$ cat config.mk
export PLATFORM = sky130hd
export DESIGN_NAME = dec_wide
export DESIGN_NICKNAME = d
export VERILOG_FILES = /design/src/rtl/dec_pkg.sv /design/src/rtl/dec_slice.sv /design/src/rtl/dec_steer.sv /design/src/rtl/dec_wide.sv
export SDC_FILE = /design/constraint.sdc
export NUM_CORES = 1
export LEC_CHECK = 0
export ABC_AREA = 1
export CAP_MARGIN = 20
export CORE_AREA = 2 2 39 41
export DETAILED_ROUTE_END_ITERATION = 10
export DIE_AREA = 0 0 41 43
export GPL_TIMING_DRIVEN = 0
export PLACE_DENSITY = 0.71
export SYNTH_ARGS = -nofsm -noshare
export SYNTH_HDL_FRONTEND = slang
export SYNTH_SLANG_ARGS = --single-unit
$ cat constraint.sdc
create_clock -name vclk -period 0.9
set_input_delay 0.225 -clock vclk [all_inputs]
set_output_delay 0.225 -clock vclk [all_outputs]
set_load 0.02 [all_outputs]
$ cat src/rtl/dec_pkg.sv
package dec_pkg;
  localparam int SLICE_W = 4;
  localparam int SLICE_N = 1 << SLICE_W;
  localparam int WIDE_W  = 5;
endpackage

$ cat src/rtl/dec_slice.sv
module dec_slice #(
  parameter int SEL_W = dec_pkg::SLICE_W,
  localparam int LINES = 1 << SEL_W
) (
  input  logic [SEL_W-1:0] sel_i,
  input  logic             cs_a_n_i,
  input  logic             cs_b_n_i,
  output logic [LINES-1:0] line_n_o
);
  logic enabled;
  assign enabled = ~cs_a_n_i & ~cs_b_n_i;

  always_comb begin
    for (int i = 0; i < LINES; i++) begin
      line_n_o[i] = ~(enabled && (sel_i == SEL_W'(i)));
    end
  end
endmodule

$ cat src/rtl/dec_steer.sv
module dec_steer #(
  parameter int UP_W = 1,
  localparam int NS = 1 << UP_W
) (
  input  logic [UP_W-1:0] upper_i,
  input  logic            en_n_i,
  output logic [NS-1:0]   cs_a_n_o,
  output logic [NS-1:0]   cs_b_n_o
);
  always_comb begin
    for (int k = 0; k < NS; k++) begin
      cs_a_n_o[k] = (upper_i != UP_W'(k));
      cs_b_n_o[k] = en_n_i;
    end
  end
endmodule

$ cat src/rtl/dec_wide.sv
module dec_wide #(
  parameter int ADDR_W = dec_pkg::WIDE_W,
  localparam int SW    = dec_pkg::SLICE_W,
  localparam int SN    = 1 << SW,
  localparam int UP_W  = ADDR_W - SW,
  localparam int NSL   = 1 << UP_W,
  localparam int OUT_N = 1 << ADDR_W
) (
  input  logic [ADDR_W-1:0] addr_i,
  input  logic              cs_n_i,
  output logic [OUT_N-1:0]  dec_n_o
);
  logic [NSL-1:0] cs_a_n;
  logic [NSL-1:0] cs_b_n;

  dec_steer #(.UP_W(UP_W)) u_steer (
    .upper_i  (addr_i[ADDR_W-1:SW]),
    .en_n_i   (cs_n_i),
    .cs_a_n_o (cs_a_n),
    .cs_b_n_o (cs_b_n)
  );

  for (genvar g = 0; g < NSL; g++) begin : g_slice
    dec_slice #(.SEL_W(SW)) u_slice (
      .sel_i    (addr_i[SW-1:0]),
      .cs_a_n_i (cs_a_n[g]),
      .cs_b_n_i (cs_b_n[g]),
      .line_n_o (dec_n_o[g*SN +: SN])
    );
  end
endmodule

; After elaboration in Yosys (flattened, before gate mapping)
; Cells that the tools add are included.
[classes]
bitwise_logic = 36
eq_ne = 15
n_reduce_logical = 33
[op_table]
columns = operator, n
row1 = NOT 1 bit, 34
row2 = "equality test 4 bit, second input constant", 8
row3 = logical AND 1 bit, 32
row4 = "equality test 4 x 3 -> 1 bit, second input constant", 4
row5 = "equality test 4 x 2 -> 1 bit, second input constant", 2
row6 = "equality test 4 x 1 -> 1 bit, second input constant", 1
row7 = zero test 4 bit, 1
row8 = AND 1 bit, 2
[word_totals]
ff_bits = 0
out_inout_bits = 32
elab_cells = 84

; Logic depth before layout (Yosys ltp)
; Gate-level depths: netlist of the first run.
[depth]
depth_word = 4
depth_mapped = 4
mapped_depth_nobuf = 3

; Hierarchy
; From an unflattened synthesis of the first run, not the netlist that was laid out.
[hier_totals]
cells_unflattened = 68
hier_area_um2 = 336.6
[by_module_without_submodules]
columns = mod, area_each_um2, cells_each, instances
row1 = dec_slice, 155.1, 32, 2
row2 = dec_steer, 26.3, 4, 1

; Worst setup path after synthesis of the first run
; No wires, ideal clock.
[synth_timing]
kind = input-to-output
from = input cs_n_i
to = output dec_n_o[2]
path_stages = 3
arrival_time_ns = 0.728
setup_slack_ns = -0.053
cell_sequence = nor2_4 > buf_4 > nand3_1
[synth_between]
elab_chain_cells = 4
[synth_rtl]
columns = item, line_no
row1 = "start, declared", dec_wide.sv:10  ; input logic cs_n_i,
row2 = NOT 1 bit, dec_slice.sv:11  ; assign enabled = ~cs_a_n_i & ~cs_b_n_i;
row3 = AND 1 bit, dec_slice.sv:11
row4 = logical AND 1 bit, dec_slice.sv:15  ; line_n_o[i] = ~(enabled && (sel_i == SEL_W'(i)));
row5 = NOT 1 bit, dec_slice.sv:15
row6 = "end, declared", dec_wide.sv:11  ; output logic [OUT_N-1:0] dec_n_o
; Every way passes these cells.

; Final worst setup path of the first run
[layout_timing]
from = input cs_n_i
to = output dec_n_o[19]
; Same word-level chain as after synthesis.

==> results of run 1 <==
## worst min path at each step
stage                        endpoint  slack [ns]  cells past startpoint
after detailed placement  dec_n_o[10]        1.72                      4
after global placement    dec_n_o[14]        1.72                      4
after global routing       dec_n_o[0]        0.80                      4
after CTS                 dec_n_o[14]        0.77                      4
after floorplan           dec_n_o[18]        0.59                      2
final                      dec_n_o[0]        0.79                      4
## Yosys cell counts
| library cell | count |
|---|---|
| nand2_1 | 4 |
| nor2_4 | 6 |
| nor2_2 | 2 |
| nand3_1 | 30 |
| inv_1 | 6 |
| buf_6 | 1 |
| buf_4 | 1 |
| nor2_1 | 1 |
| inv_2 | 1 |
## metrics by stage
step | util [%] | cells | hold slack, ns | instance area [um^2]
finish | 84.3 | 121 | 0.785 | 1170
global route | 84.3 | 121 | 0.797 | 1170
detailed placement | 51.3 | 106 | 1.72 | 709
CTS | 77.3 | 118 | 0.765 | 1070
floorplan | - | 52 | 0.588 | 309
global placement | 51.3 | 106 | 1.72 | 709
## final cells by class
type / count / area [um^2]
Fill cell: 81 / 218
Tap cell: 16 / 20.0
Timing Repair Buffer: 53 / 656
Inverter: 7 / 38.8
Multi-Input combinational cell: 43 / 429
Buffer: 2 / 22.5
## where the power goes
part / internal [mW] / leakage [nW] / total [mW] / switching, mW
logic: 0.190 / 0.427 / 0.398 / 0.208
clock network: 0 / 0 / 0 / 0
registers: 0 / 0 / 0 / 0
## cell usage in the layout, fill, tap and decap left out
master,instances
inv_4,5
buf_6,40
inv_2,2
nor2_1,1
nand3_4,3
nand2_1,3
nand3_2,26
buf_12,8
nand3_1,1
buf_8,2
nor2_4,8
buf_4,5
nand2_2,1
## cell families (layout without fill, tap and decap cells)
kind of cell | count (synthesis) | after routing | synth area share (%)
buffers and inverters | 9 | 62 | 15.3
and+or+nand+nor | 43 | 43 | 84.7
## per-layer routing
| layer | share of wire, % | GRT usage, % | up-vias |
|---|---|---|---|
| met5 | 0 | 0 | - |
| met2 | 53 | 34.7 | 28 |
| met1 | 38 | 26.9 | 308 |
| met3 | 6.7 | 3.66 | 4 |
| met4 | 1.6 | 7.33 | 0 |
| li1 | - | - | 289 |
## critical path, delay by kind of cell
| kind | cells | cell delay [ns] |
|---|---|---|
| AND/OR/NAND/NOR | 2 | 0.29 |
| buffers and inverters | 3 | 0.43 |
## what timing repair did
action	in CTS	in global routing
resized for setup	273	17
gates cloned	2	0
setup buffers	10	3
endpoints found under the hold margin	0	0
pin swaps	23	13
endpoints found under the setup margin	32	32
==> impl_metrics.csv, run 1 <==
group,metric,value,unit
sta,maxSlewViolCount,0,
critical_path,crit_end,"dec_n_o[19]",
grt,grt_pass1_vias,581,
pwr,power.total,0.398,mW
logic_synthesis,yosysUniqueCellTypes,9,
layout,layout-drive-gt1-share,95.2,%
clocking,cts-hold-fix-buffers,0,
critical_path,crit_fanout,5,
drt,wirelength,2.08,mm
logic_synthesis,synth.yosys.seq_area_share,0,%
pwr,p_per_area,341,nW/um^2
placement,io_buffers,38,
drt,first_iter_violations,7,
drt,num_vias,629,
grt,grt_max_degree,9,
grt,track_usage,21.4,%
sta,setup_viol,32,
grt,grt_pass1_wl,2.71,mm
drt,post_drt_via_cell_ratio,5.20,
critical_path,endpoint_kind,"output port",
pwr,irDropWorstVdd,0.206,mV
pwr,power_leakage,0.427,nW
layout,area_growth_syn_to_layout,297,%
floorplanning,fp.dieH,43,um
sta,fin_ws,-0.266,ns
floorplanning,ios,38,
critical_path,required,0.67,ns
logic_synthesis,synth_nets,58,
layout,seq_cells,0,
drt,drt-wirelength-per-cell,17.2,um
hold_path,hold_path_class,"primary input to output port",
floorplanning,core_area,1380,um^2
layout,regArea,0,um^2
drt,drtPass1Iterations,4,
placement,place.detailed.hpwl,906,um
sta,slew_headroom,79.1,%
logic_synthesis,avgSynthCellArea,5.65,um^2
layout,final_nets,113,
critical_path,cp_cell_sequence,"buf_8, nor2_4, buf_6, nand3_2, buf_6",
grt,overflow,0,
grt,grt_antenna_before_repair,0,
critical_path,critPathLaunchType,"primary input",
outcome,status,"finished with violations",
layout,clock_buffers,0,
floorplanning,placementRows,14,
logic_synthesis,yosys_warnings,0,
floorplanning,die_w,41,um
drt,drt.antenna.violating_nets,0,
logic_synthesis,yosysTopAreaCellShare,51.1,%
placement,pre_cts_ws,-1.12,ns
sta,fin_crit,1.17,ns
critical_path,slowest_delay,0.20,ns
critical_path,arrival,0.94,ns
job,maxCapViolCount,0,
logic_synthesis,yosysTopAreaCell,"nand3_1",
drt,post-route-drc-count,0,
placement,gp_congestion,0.678,
sta,setup_tns,-6.72,ns
critical_path,path_class,"primary input to output port",
sta,fmax,0.858,GHz
floorplanning,initial_utilization,21.2,%
outcome,violations,"negative setup slack",
critical_path,slowest_stage,"nor2_4",
critical_path,cpMostUsedCell,"buf_6",
hold_path,hp-start,"addr_i[2]",
logic_synthesis,yosys-top-cells-area,"nand3_1 51%, nor2_4 23%, inv_1 7.7%, nand2_1 5.1%, nor2_2 4.3%",
sta,tightest_slew,0.313,ns
sta,finalHoldViolCount,0,
sta,period_share,130,%
layout,diodes,0,
logic_synthesis,syn_inst,52,
logic_synthesis,syn_area,294,um^2
sta,rsz0062_at_grt,"yes",
floorplanning,die-area,1760,um^2
critical_path,cp-startpoint,"cs_n_i",
No activity file was read; power rests on OpenSTA's default activity.
==> run 2: changes to the inputs <==
Clock period 0.9 ns to 1.5 ns, I/O delays scaled along.
==> impl_metrics.csv, run 2 (same netlist as run 1, synthesis figures left out) <==
group,metric,value,unit
outcome,status,"finished, final reports clean",
drt,drt-wirelength-per-cell,12.8,um
pwr,irDropWorstVdd,0.0908,mV
drt,drt.antenna.violating_nets,0,
drt,routedLengthMet1,581,um
sta,slew_headroom,85.8,%
drt,highest_layer,"met3",
critical_path,arrival,1.09,ns
grt,grt_antenna_before_repair,0,
grt,grt_pass1_wl,2.06,mm
sta,fin_crit,1.46,ns
floorplanning,die-area,1760,um^2
floorplanning,initial_utilization,21.2,%
floorplanning,ios,38,
layout,design_area,669,um^2
placement,io_buffers,38,
pwr,power.total,0.139,mW
critical_path,required,1.12,ns
grt,overflow,0,
grt,grt_max_degree,9,
job,maxCapViolCount,0,
layout,seq_cells,0,
critical_path,cp-startpoint,"addr_i[3]",
pwr,power_leakage,0.245,nW
critical_path,crit_end,"dec_n_o[9]",
floorplanning,fp.dieH,43,um
layout,finish.utilization,48.4,%
grt,track_usage,16.1,%
sta,period_share,97.4,%
critical_path,crit_fanout,8,
critical_path,slowest_delay,0.17,ns
drt,wl_met2,727,um
layout,layout-drive-gt1-share,65.6,%
pwr,p_per_area,207,nW/um^2
drt,dr_wl_met3,120,um
critical_path,critPathLaunchType,"primary input",
drt,wirelength,1.43,mm
drt,num_vias,521,
critical_path,cp_cell_sequence,"clkbuf_4, inv_1, nor2_4, buf_12, nand3_1, buf_2",
drt,drtPass1Iterations,4,
layout,diodes,0,
drt,first_iter_violations,5,
layout,layout_common_cells,"28 x buf_2, 23 x nand3_1, 11 x buf_6",
placement,dpl-instance-area,694,um^2
critical_path,endpoint_kind,"output port",
drt,post_drt_via_cell_ratio,4.65,
placement,gp_congestion,0.688,
drt,post-route-drc-count,0,
placement,place.detailed.hpwl,961,um
sta,finalHoldViolCount,0,
sta,timing.hold.ws,1.15,ns
sta,setup_tns,0,ns
sta,maxSlewViolCount,0,
floorplanning,core_area,1380,um^2
sta,fmax,0.684,GHz
grt,grt_pass1_vias,415,
layout,area_growth_syn_to_layout,128,%
critical_path,slowest_stage,"buf_2",
layout,nFillCells,154,
floorplanning,die_w,41,um
layout,clock_buffers,0,
sta,setup_viol,0,
hold_path,hold_path_class,"primary input to output port",
sta,tightest_slew,0.212,ns
critical_path,path_class,"primary input to output port",
floorplanning,placementRows,14,
layout,final_common_cell,"buf_2",
layout,final_nets,104,
layout,regArea,0,um^2
run 2: cell count changes in the layout (fill, tap and decap cells not counted):
cell / previous run / this run
nand3_1: 1 / 23
buf_2: 0 / 28
nand3_2: 26 / 7
nand2_1: 3 / 4
inv_4: 5 / 0
clkbuf_4: 0 / 3
nand3_4: 3 / 0
inv_1: 0 / 5
buf_4: 5 / 3
nand2_2: 1 / 0
buf_12: 8 / 1
buf_6: 40 / 11
buf_8: 2 / 0
run 2: repair_timing:
action	in CTS	in global routing
resized for setup	172	12
buffers inserted	3	1
pin swaps	6	7
endpoints found under the hold margin	0	0
gates cloned	2	0
hold buffers	0	0
endpoints found under the setup margin	32	21
run 2: metrics by stage:
stage	setup slack, ns	instances
after detailed placement	-0.814	106
after CTS	0.00294	111
final	0.0386	112
after global routing	-0.00457	112
after floorplan	0.247	52
after global placement	-0.797	106
run 2: area by class of cell:
| class | instances | area (um^2) | share of cell area (%) |
|---|---|---|---|
| inverters | 7 | 26.3 | 3.93 |
| multi-input cells | 43 | 294 | 43.9 |
| well taps | 16 | 20.0 | 2.99 |
| repair buffers | 44 | 307 | 45.8 |
| plain buffers | 2 | 22.5 | 3.36 |
run 2: worst min path at each step:
stage                             end  startpoint  cells after the start
after floorplan           dec_n_o[10]   addr_i[4]                      2
after global placement    dec_n_o[26]   addr_i[4]                      5
after detailed placement  dec_n_o[25]   addr_i[4]                      5
after CTS                 dec_n_o[26]   addr_i[0]                      4
after global routing      dec_n_o[26]   addr_i[0]                      4
final                     dec_n_o[26]   addr_i[0]                      4
run 2: critical path: cells and delay by family:
kind	cells	cell delay (ns)
buf+inv	4	0.54
simple gates	2	0.17
run 2: where the power goes:
group          internal, mW  switching (mW)  total, mW
logic                0.0535          0.0853      0.139
clock network             0               0          0
registers                 0               0          0
run 2: per-layer routing:
metal / global-route usage (%) / vias up
li1: - / 267
met1: 25.0 / 234
met2: 24.1 / 20
met3: 2.62 / 0
met4: 0 / 0
met5: 0 / -
==> run 3: changes to the inputs <==
Settings changed: CAP_MARGIN 20 to 10, GPL_ROUTABILITY_DRIVEN set to 1.
==> results of run 3 <==
No change in the layout: final DEF, timing and power equal those of run 2.
